**src/rtl/hdlc_stat_pkg.sv**
```systemverilog
package hdlc_stat_pkg;
  localparam int STAT_W  = 8;
  localparam int OVF_BIT = 7;
  localparam int CRC_BIT = 6;
  localparam int ABT_BIT = 5;

  typedef struct packed {
    logic lost;
    logic crc_err;
    logic aborted;
  } rx_flags_t;

  function automatic logic [STAT_W-1:0] pack_status(input rx_flags_t f);
    logic [STAT_W-1:0] s;
    s          = '0;
    s[OVF_BIT] = f.lost;
    s[CRC_BIT] = f.crc_err;
    s[ABT_BIT] = f.aborted;
    return s;
  endfunction
endpackage

```
**src/rtl/hdlc_abort_det.sv**
```systemverilog
module hdlc_abort_det #(
  parameter int RUN_LEN = 7
) (
  input  logic clk,
  input  logic rst_n,
  input  logic clr,
  input  logic en,
  input  logic bit_vld,
  input  logic bit_val,
  output logic abort_hit
);
  localparam int CNT_W = $clog2(RUN_LEN + 1);

  logic [CNT_W-1:0] run_q;

  always_comb
    abort_hit = en && bit_vld && bit_val && (run_q == CNT_W'(RUN_LEN - 1));

  always_ff @(posedge clk or negedge rst_n) begin
    if (!rst_n)
      run_q <= '0;
    else if (clr || abort_hit)
      run_q <= '0;
    else if (en && bit_vld)
      run_q <= bit_val ? run_q + 1'b1 : '0;
  end
endmodule

```
**src/rtl/hdlc_rx_ctrl.sv**
```systemverilog
module hdlc_rx_ctrl
  import hdlc_stat_pkg::*;
(
  input  logic              clk,
  input  logic              rst_n,
  input  logic              rx_rst,
  input  logic              abort_hit,
  input  logic              frm_end,
  input  logic              crc_bad,
  input  logic              rx_ovf,
  output logic              halted,
  output logic              msg_evt,
  output logic [STAT_W-1:0] msg_stat
);
  logic      lost_q;
  rx_flags_t flags;

  always_comb begin
    flags.lost    = lost_q || (rx_ovf && !halted);
    flags.crc_err = frm_end && crc_bad && !abort_hit;
    flags.aborted = abort_hit;
    msg_evt       = !halted && (abort_hit || frm_end);
    msg_stat      = pack_status(flags);
  end

  always_ff @(posedge clk or negedge rst_n) begin
    if (!rst_n) begin
      halted <= 1'b0;
      lost_q <= 1'b0;
    end else if (rx_rst) begin
      halted <= 1'b0;
      lost_q <= 1'b0;
    end else begin
      if (abort_hit)         halted <= 1'b1;
      if (rx_ovf && !halted) lost_q <= 1'b1;
    end
  end
endmodule

```
**src/rtl/hdlc_stat_hold.sv**
```systemverilog
module hdlc_stat_hold #(
  parameter int STAT_W = 8
) (
  input  logic              clk,
  input  logic              rst_n,
  input  logic              rx_rst,
  input  logic              rx_ack,
  input  logic              evt,
  input  logic [STAT_W-1:0] evt_stat,
  output logic [STAT_W-1:0] stat_q,
  output logic              irq_q
);
  logic [STAT_W-1:0] pend_q;
  logic              pend_v;
  logic              ack_eff;

  assign ack_eff = rx_ack && irq_q;

  always_ff @(posedge clk or negedge rst_n) begin
    if (!rst_n) begin
      stat_q <= '0;
      pend_q <= '0;
      pend_v <= 1'b0;
      irq_q  <= 1'b0;
    end else if (rx_rst) begin
      stat_q <= '0;
      pend_q <= '0;
      pend_v <= 1'b0;
      irq_q  <= 1'b0;
    end else if (ack_eff) begin
      if (pend_v) begin
        stat_q <= pend_q;
        pend_v <= evt;
        if (evt) pend_q <= evt_stat;
      end else if (evt) begin
        stat_q <= evt_stat;
      end else begin
        irq_q <= 1'b0;
      end
    end else if (irq_q) begin
      if (evt && !pend_v) begin
        pend_q <= evt_stat;
        pend_v <= 1'b1;
      end
    end else if (evt) begin
      stat_q <= evt_stat;
      irq_q  <= 1'b1;
    end
  end
endmodule

```
**src/rtl/hdlc_rx_status.sv**
```systemverilog
module hdlc_rx_status
  import hdlc_stat_pkg::*;
#(
  parameter int RUN_LEN = 7
) (
  input  logic              clk,
  input  logic              rst_n,
  input  logic              bit_vld,
  input  logic              bit_val,
  input  logic              frm_act,
  input  logic              frm_end,
  input  logic              crc_bad,
  input  logic              rx_ovf,
  input  logic              rx_ack,
  input  logic              rx_rst,
  output logic [STAT_W-1:0] stat_o,
  output logic              irq_o
);
  logic              abort_hit;
  logic              halted;
  logic              msg_evt;
  logic [STAT_W-1:0] msg_stat;
  logic              det_clr;
  logic              det_en;

  assign det_clr = rx_rst || frm_end || !frm_act;
  assign det_en  = frm_act && !halted;

  hdlc_abort_det #(.RUN_LEN(RUN_LEN)) i_det (
    .clk      (clk),
    .rst_n    (rst_n),
    .clr      (det_clr),
    .en       (det_en),
    .bit_vld  (bit_vld),
    .bit_val  (bit_val),
    .abort_hit(abort_hit)
  );

  hdlc_rx_ctrl i_ctrl (
    .clk      (clk),
    .rst_n    (rst_n),
    .rx_rst   (rx_rst),
    .abort_hit(abort_hit),
    .frm_end  (frm_end),
    .crc_bad  (crc_bad),
    .rx_ovf   (rx_ovf),
    .halted   (halted),
    .msg_evt  (msg_evt),
    .msg_stat (msg_stat)
  );

  hdlc_stat_hold #(.STAT_W(STAT_W)) i_hold (
    .clk     (clk),
    .rst_n   (rst_n),
    .rx_rst  (rx_rst),
    .rx_ack  (rx_ack),
    .evt     (msg_evt),
    .evt_stat(msg_stat),
    .stat_q  (stat_o),
    .irq_q   (irq_o)
  );
endmodule

```
**config.mk**
```make
export PLATFORM = sky130hd
export DESIGN_NAME = hdlc_rx_status
export DESIGN_NICKNAME = d
export VERILOG_FILES = /design/src/rtl/hdlc_stat_pkg.sv /design/src/rtl/hdlc_abort_det.sv /design/src/rtl/hdlc_rx_ctrl.sv /design/src/rtl/hdlc_stat_hold.sv /design/src/rtl/hdlc_rx_status.sv
export SDC_FILE = /design/constraint.sdc
export NUM_CORES = 1
export LEC_CHECK = 0
export CORE_ASPECT_RATIO = 1.25
export CORE_UTILIZATION = 48
export DETAILED_ROUTE_END_ITERATION = 10
export PLACE_DENSITY = 0.72
export SYNTH_ARGS = -nofsm -noshare
export SYNTH_HDL_FRONTEND = slang
export SYNTH_HIERARCHICAL = 1
export SYNTH_SLANG_ARGS = --single-unit
```
**constraint.sdc**
```tcl
create_clock -name clk -period 3 [get_ports clk]
set_input_delay 0.6 -clock clk [delete_from_list [all_inputs] [get_ports clk]]
set_output_delay 0.6 -clock clk [all_outputs]
set_load 0.01 [all_outputs]
```
Yosys cells after proc, flatten, opt, wreduce, memory -nomap -nowiden
Index checks and enable logic that the tools add are counted.
{"block": "totals", "register_bits": 23, "wordCells": 70, "in_bits": 10, "output_inout_bits": 9}
{"block": "op_classes", "muxes": 29, "addsub": 1, "eq_ne": 6, "n_reduce_logical": 27}
{"operator": "2-to-1 mux 8 bit", "n": 11}
{"operator": "2-to-1 mux 1 bit", "n": 15}
{"operator": "logical AND 1 bit", "n": 10}
{"operator": "2-to-1 mux 3 bit", "n": 3}
{"operator": "inequality test 3 bit, second input constant", "n": 3}
{"operator": "inequality test 3 x 2 -> 1 bit, second input constant", "n": 2}
{"operator": "nonzero test 2 bit", "n": 3}
{"operator": "nonzero test 3 bit", "n": 2}
{"operator": "logical OR 1 bit", "n": 5}
{"operator": "zero test 1 bit", "n": 4}
{"operator": "AND reduction 2 bit", "n": 2}
{"operator": "AND reduction 4 bit", "n": 1}
{"operator": "adder 3 x 1 -> 3 bit, second input constant", "n": 1}
{"operator": "equality test 3 bit, second input constant", "n": 1}

Longest topological paths before layout
{"block": "logic_depth", "ltp_word": 12, "depth_mapped": 10, "depth_no_buf": 9}

Modules after synthesis
The synthesis kept the hierarchy.
{"mod": "hdlc_stat_hold", "seq_area_each_um2": 450.4, "instances": 1, "cells_per_inst": 92, "area_per_inst_um2": 989.7}
{"mod": "hdlc_abort_det", "seq_area_each_um2": 75.1, "instances": 1, "cells_per_inst": 22, "area_per_inst_um2": 187.7}
{"mod": "hdlc_rx_ctrl", "seq_area_each_um2": 50.0, "instances": 1, "cells_per_inst": 19, "area_per_inst_um2": 151.4}
{"mod": "hdlc_rx_status", "seq_area_each_um2": 0.0, "instances": 1, "cells_per_inst": 2, "area_per_inst_um2": 15.0}

Worst setup path before layout
Ideal clock, no wire load.
{"block": "synth_path", "path_kind": "in2reg", "start": "input frm_act", "end": "register i_hold.stat_q[0]", "setup_time_ps": 122, "t_arrival_ps": 2070, "path_buffers": 1, "required_ps": 2878, "path_stages": 10, "path_slack_ps": 808, "path_cell_list": "nor2b_1 and2_4 nand2_1 nor2_1 nor2_1 nor2_1 buf_2 mux2i_1 nand2_1 a32o_1"}
{"block": "synth_via", "elab_chain_cells": 10, "elab_cells_between_ends": 11, "classes_between": "mux (5); reduce/logical (6)"}
{"element": "from (decl)", "line_no": "hdlc_rx_status.sv:10", "source": "input logic frm_act,"}
{"element": "logical AND 1 bit (*)", "line_no": "hdlc_rx_status.sv:27", "source": "assign det_en = frm_act && !halted;"}
{"element": "logical AND 1 bit (*) (3 in a row)", "line_no": "hdlc_abort_det.sv:17", "source": "abort_hit = en && bit_vld && bit_val && (run_q == CNT_W'(RUN_LEN - 1));"}
{"element": "net abort_hit", "line_no": "hdlc_rx_status.sv:19", "source": "logic abort_hit;"}
{"element": "logical OR 1 bit (*)", "line_no": "hdlc_rx_ctrl.sv:22", "source": "msg_evt = !halted && (abort_hit || frm_end);"}
{"element": "logical AND 1 bit (*)", "line_no": "hdlc_rx_ctrl.sv:22"}
{"element": "net msg_evt", "line_no": "hdlc_rx_status.sv:21", "source": "logic msg_evt;"}
{"element": "2-to-1 mux 8 bit (*)"}
{"element": "2-to-1 mux 8 bit (on tied branches)"}
{"element": "2-to-1 mux 8 bit (*) (2 in a row)"}
{"element": "to (signal assigned)", "line_no": "hdlc_stat_hold.sv:32", "source": "stat_q <= pend_q;"}
{"element": "to (signal assigned)", "line_no": "hdlc_stat_hold.sv:36", "source": "stat_q <= evt_stat;"}
{"element": "to (signal assigned)", "line_no": "hdlc_stat_hold.sv:46", "source": "stat_q <= evt_stat;"}
{"element": "to (decl)", "line_no": "hdlc_stat_hold.sv:10", "source": "output logic [STAT_W-1:0] stat_q,"}
Mark *: on every way through the listed nets, which the timed path passes. The rest lies on a longest branch. The select of a mux whose other input is x is not followed.
A chain may end at the register's enable or synchronous reset.

Final worst setup path
{"block": "layout_path", "start": "input frm_act", "end": "register i_hold.stat_q[0]"}
{"block": "layout_via", "elab_chain_cells": 10, "elab_cells_between_ends": 11, "classes_between": "mux (5); reduce/logical (6)"}
{"element": "logical AND 1 bit (*)", "line_no": "hdlc_rx_status.sv:27"}
{"element": "net det_en", "line_no": "hdlc_rx_status.sv:24", "source": "logic det_en;"}
{"element": "logical AND 1 bit (*) (3 in a row)", "line_no": "hdlc_abort_det.sv:17"}
{"element": "net abort_hit", "line_no": "hdlc_rx_status.sv:19"}
{"element": "logical OR 1 bit (*)", "line_no": "hdlc_rx_ctrl.sv:22"}
{"element": "logical AND 1 bit (*)", "line_no": "hdlc_rx_ctrl.sv:22"}
{"element": "net msg_evt", "line_no": "hdlc_rx_status.sv:21"}
{"element": "2-to-1 mux 8 bit (*)"}
{"element": "2-to-1 mux 8 bit (on tied branches)"}
{"element": "2-to-1 mux 8 bit (*) (2 in a row)"}
Marked as above.

==> flow_summary.json <==
{
  "status": "completed",
  "grt_max_degree": 24,
  "grt_pass1_vias": 1107,
  "synthTopCellsByArea": "dfrtp_1 43%, mux2i_1 12%, nand2b_1 7.9%",
  "maxSlewViolCount": 0,
  "synth_top_area_frac": 0.428,
  "detail_route.wl_per_cell_um": 14.0,
  "worst-path-buf-inv": 2,
  "cts_tree": "done",
  "wirelength_um": 2670,
  "hold_violations": 0,
  "worst_hold_path_type": "reg2reg",
  "yosysWarnings": 6,
  "place_congestion": 0.738,
  "fin_cells": 191,
  "tightest_slew_ns": 0.555,
  "critPathMaxStageDelay_ns": 0.47,
  "layout-drive-gt1-share": 0.140,
  "max_cap_viol_count": 0,
  "synth_most_common_cell": "dfrtp_1",
  "cts-root-buf": "clkbuf_4",
  "netlist_area_mm2": 0.00134,
  "yosys_register_bits": 23,
  "clock_latency_ns": 0.31,
  "arrival_ns": 2.51,
  "fill_cells": 246,
  "grt_pass1_wl_um": 4700,
  "slowest_stage": "clkdlybuf4s50_1",
  "synth_edf_count": 0,
  "path_common_cell": "nor2_1",
  "drc": 0,
  "vias": 994,
  "synth_top_cell_by_area": "dfrtp_1",
  "p_seq_frac": 0.568,
  "cp.required_ns": 3.21,
  "setup_viol_count_final": 0,
  "synth_commonest_cells": "23 x dfrtp_1, 17 x nand2b_1, 16 x mux2i_1, 16 x nand2_1",
  "pwr-share-clk": 0.250,
  "p_int_uw": 428,
  "die_h_um": 61.2,
  "avgSynthCellArea_um2": 9.95,
  "rsz0062_at_grt": "false",
  "clock-sinks": 23,
  "worstPathCellList": "clkdlybuf4s50_1, nor2b_1, and2_4, nand2_1, nor2_1, nor2_1, nor2_1, buf_4, mux2i_1, nand2_1, a32o_1",
  "start_kind": "input pin",
  "ys_seq_area_frac": 0.428,
  "via_per_inst": 5.20,
  "fmax_mhz": 434,
  "fin_skew_ns": 0.00499,
  "fin_crit_sh": 0.767,
  "layout.nets": 170,
  "dpl.cell_count": 187,
  "relSlewSlack": 0.628,
  "grt_usage": 0.206,
  "totalNegativeSetupSlack_ns": 0,
  "cts-buffers-inserted": 3,
  "core_area_mm2": 0.00268,
  "die_area_mm2": 0.00302,
  "cts_resized": 0,
  "initial_utilization": 0.501,
  "ios": 19,
  "num_antenna_cells": 0,
  "p_leak_uw": 0.000711,
  "clk_path_buf_depth": 2,
  "critPathTopFamily": "simple AND/OR/NAND/NOR gates",
  "area_growth_syn_to_layout_pct": 17.7,
  "cp-end-kind": "flop",
  "clkTransAtPathRegs_ns": 0.13,
  "postCtsSetupRepairBufs": 0,
  "dp_hpwl_um": 1890,
  "async_flop_share": 1.00,
  "antenna_left": 0,
  "p_sw_uw": 156,
  "layout_min_cycle_time_ns": 2.30,
  "fp-row-count": 21,
  "vdd_drop_max_mv": 0.194,
  "port_buffers": 18,
  "globalRouteOverflowTotal": 0,
  "netSwitchingFraction": 0.267,
  "synth.distinct_cells": 31,
  "pwr-share-comb": 0.181,
  "netlist_instances": 135,
  "ctsHoldBuffers": 0,
  "path_max_fanout": 12,
  "die_x_um": 49.3,
  "p_total_uw": 584,
  "antenna_found_initial": 0,
  "yosys_most_used_dff": "dfrtp_1",
  "path_class": "in2reg",
  "dr.pass1.iters": 4,
  "drt_iter0_markers": 33,
  "htreeDepth": 1,
  "power_density_mw_per_mm2": 369
}
==> registers in the layout (all words and copies together), names as in the netlist <==
register,flops
i_hold/irq_q,1
i_hold/pend_q,8
i_hold/stat_q,8
i_det/run_q,3
i_ctrl/halted,1
i_hold/pend_v,1
i_ctrl/lost_q,1
==> through the flow <==
stage / hold WS [ns] / instance area [um^2] / utilization / setup slack [ns]
floorplan: 0.304 / 1360 / - / 0.808
global placement: 0.496 / 1550 / 0.580 / 0.430
detailed placement: 0.500 / 1550 / 0.580 / 0.378
CTS: 0.530 / 1580 / 0.590 / 0.710
global route: 0.545 / 1580 / 0.590 / 0.513
finish: 0.528 / 1580 / 0.590 / 0.698
==> cells in the final DEF (no fill, tap or decap), types with 4 or more instances in the layout <==
| cell | count |
|---|---|
| nor2_1 | 8 |
| inv_1 | 4 |
| conb_1 | 5 |
| buf_4 | 7 |
| clkdlybuf4s50_1 | 18 |
| a32o_1 | 8 |
| or2_2 | 6 |
| nand2_1 | 16 |
| nand2b_1 | 17 |
| a21oi_1 | 5 |
| mux2i_1 | 16 |
| dfrtp_1 | 23 |
==> area by class of cell <==
type	count	area, um^2	area share
Multi-Input combinational cell	101	688	0.435
Clock inverter	1	5.00	0.00316
Timing Repair Buffer	25	233	0.147
Inverter	4	15.0	0.00949
Tap cell	34	42.5	0.0269
Clock buffer	3	22.5	0.0142
Sequential cell	23	576	0.364
==> tightest hold or removal path: stages (launching register included) <==
cell	delay [ns]
dfrtp_1	0.34
inv_1	0.06
a21oi_2	0.10
==> path summary, 6_finish.rpt <==
kind | depth (start not counted) | start | slack [ns] | to
max in group asynchronous | 2 | rst_n | 2.15 | i_hold/pend_q[1]
min in group asynchronous | 2 | rst_n | 0.62 | i_hold/stat_q[0]
max reg2reg | 10 | i_ctrl/halted | 1.04 | i_hold/stat_q[0]
min reg2reg | 2 | i_ctrl/lost_q | 0.53 | i_ctrl/lost_q
max | 11 | frm_act | 0.70 | i_hold/stat_q[0]
min | 2 | i_ctrl/lost_q | 0.53 | i_ctrl/lost_q
==> kinds of logic after synthesis <==
| family | synth area share |
|---|---|
| simple gates | 0.254 |
| buf+inv | 0.0708 |
| fa+ha+maj | 0.0186 |
| mux | 0.119 |
| other cells | 0.00279 |
| compound gates | 0.0996 |
| flops | 0.428 |
| xor+xnor | 0.00652 |
==> metal layers <==
layer	global-route usage	wire [um]
met5	0	0
met4	0.0924	19
met3	0.0222	72
met2	0.417	1390
met1	0.217	1190
==> power by group through the flow <==
stage / Sequential, uW / Clock [uW] / Combinational [uW]
6_report: 332 / 146 / 106
5_1_grt: 334 / 170 / 117
4_1_cts: 332 / 155 / 106
3_5_place_dp: 338 / 0 / 106
3_3_place_gp: 337 / 0 / 104
2_1_floorplan: 340 / 0 / 57.9
No activity file was read; power rests on OpenSTA's default activity.
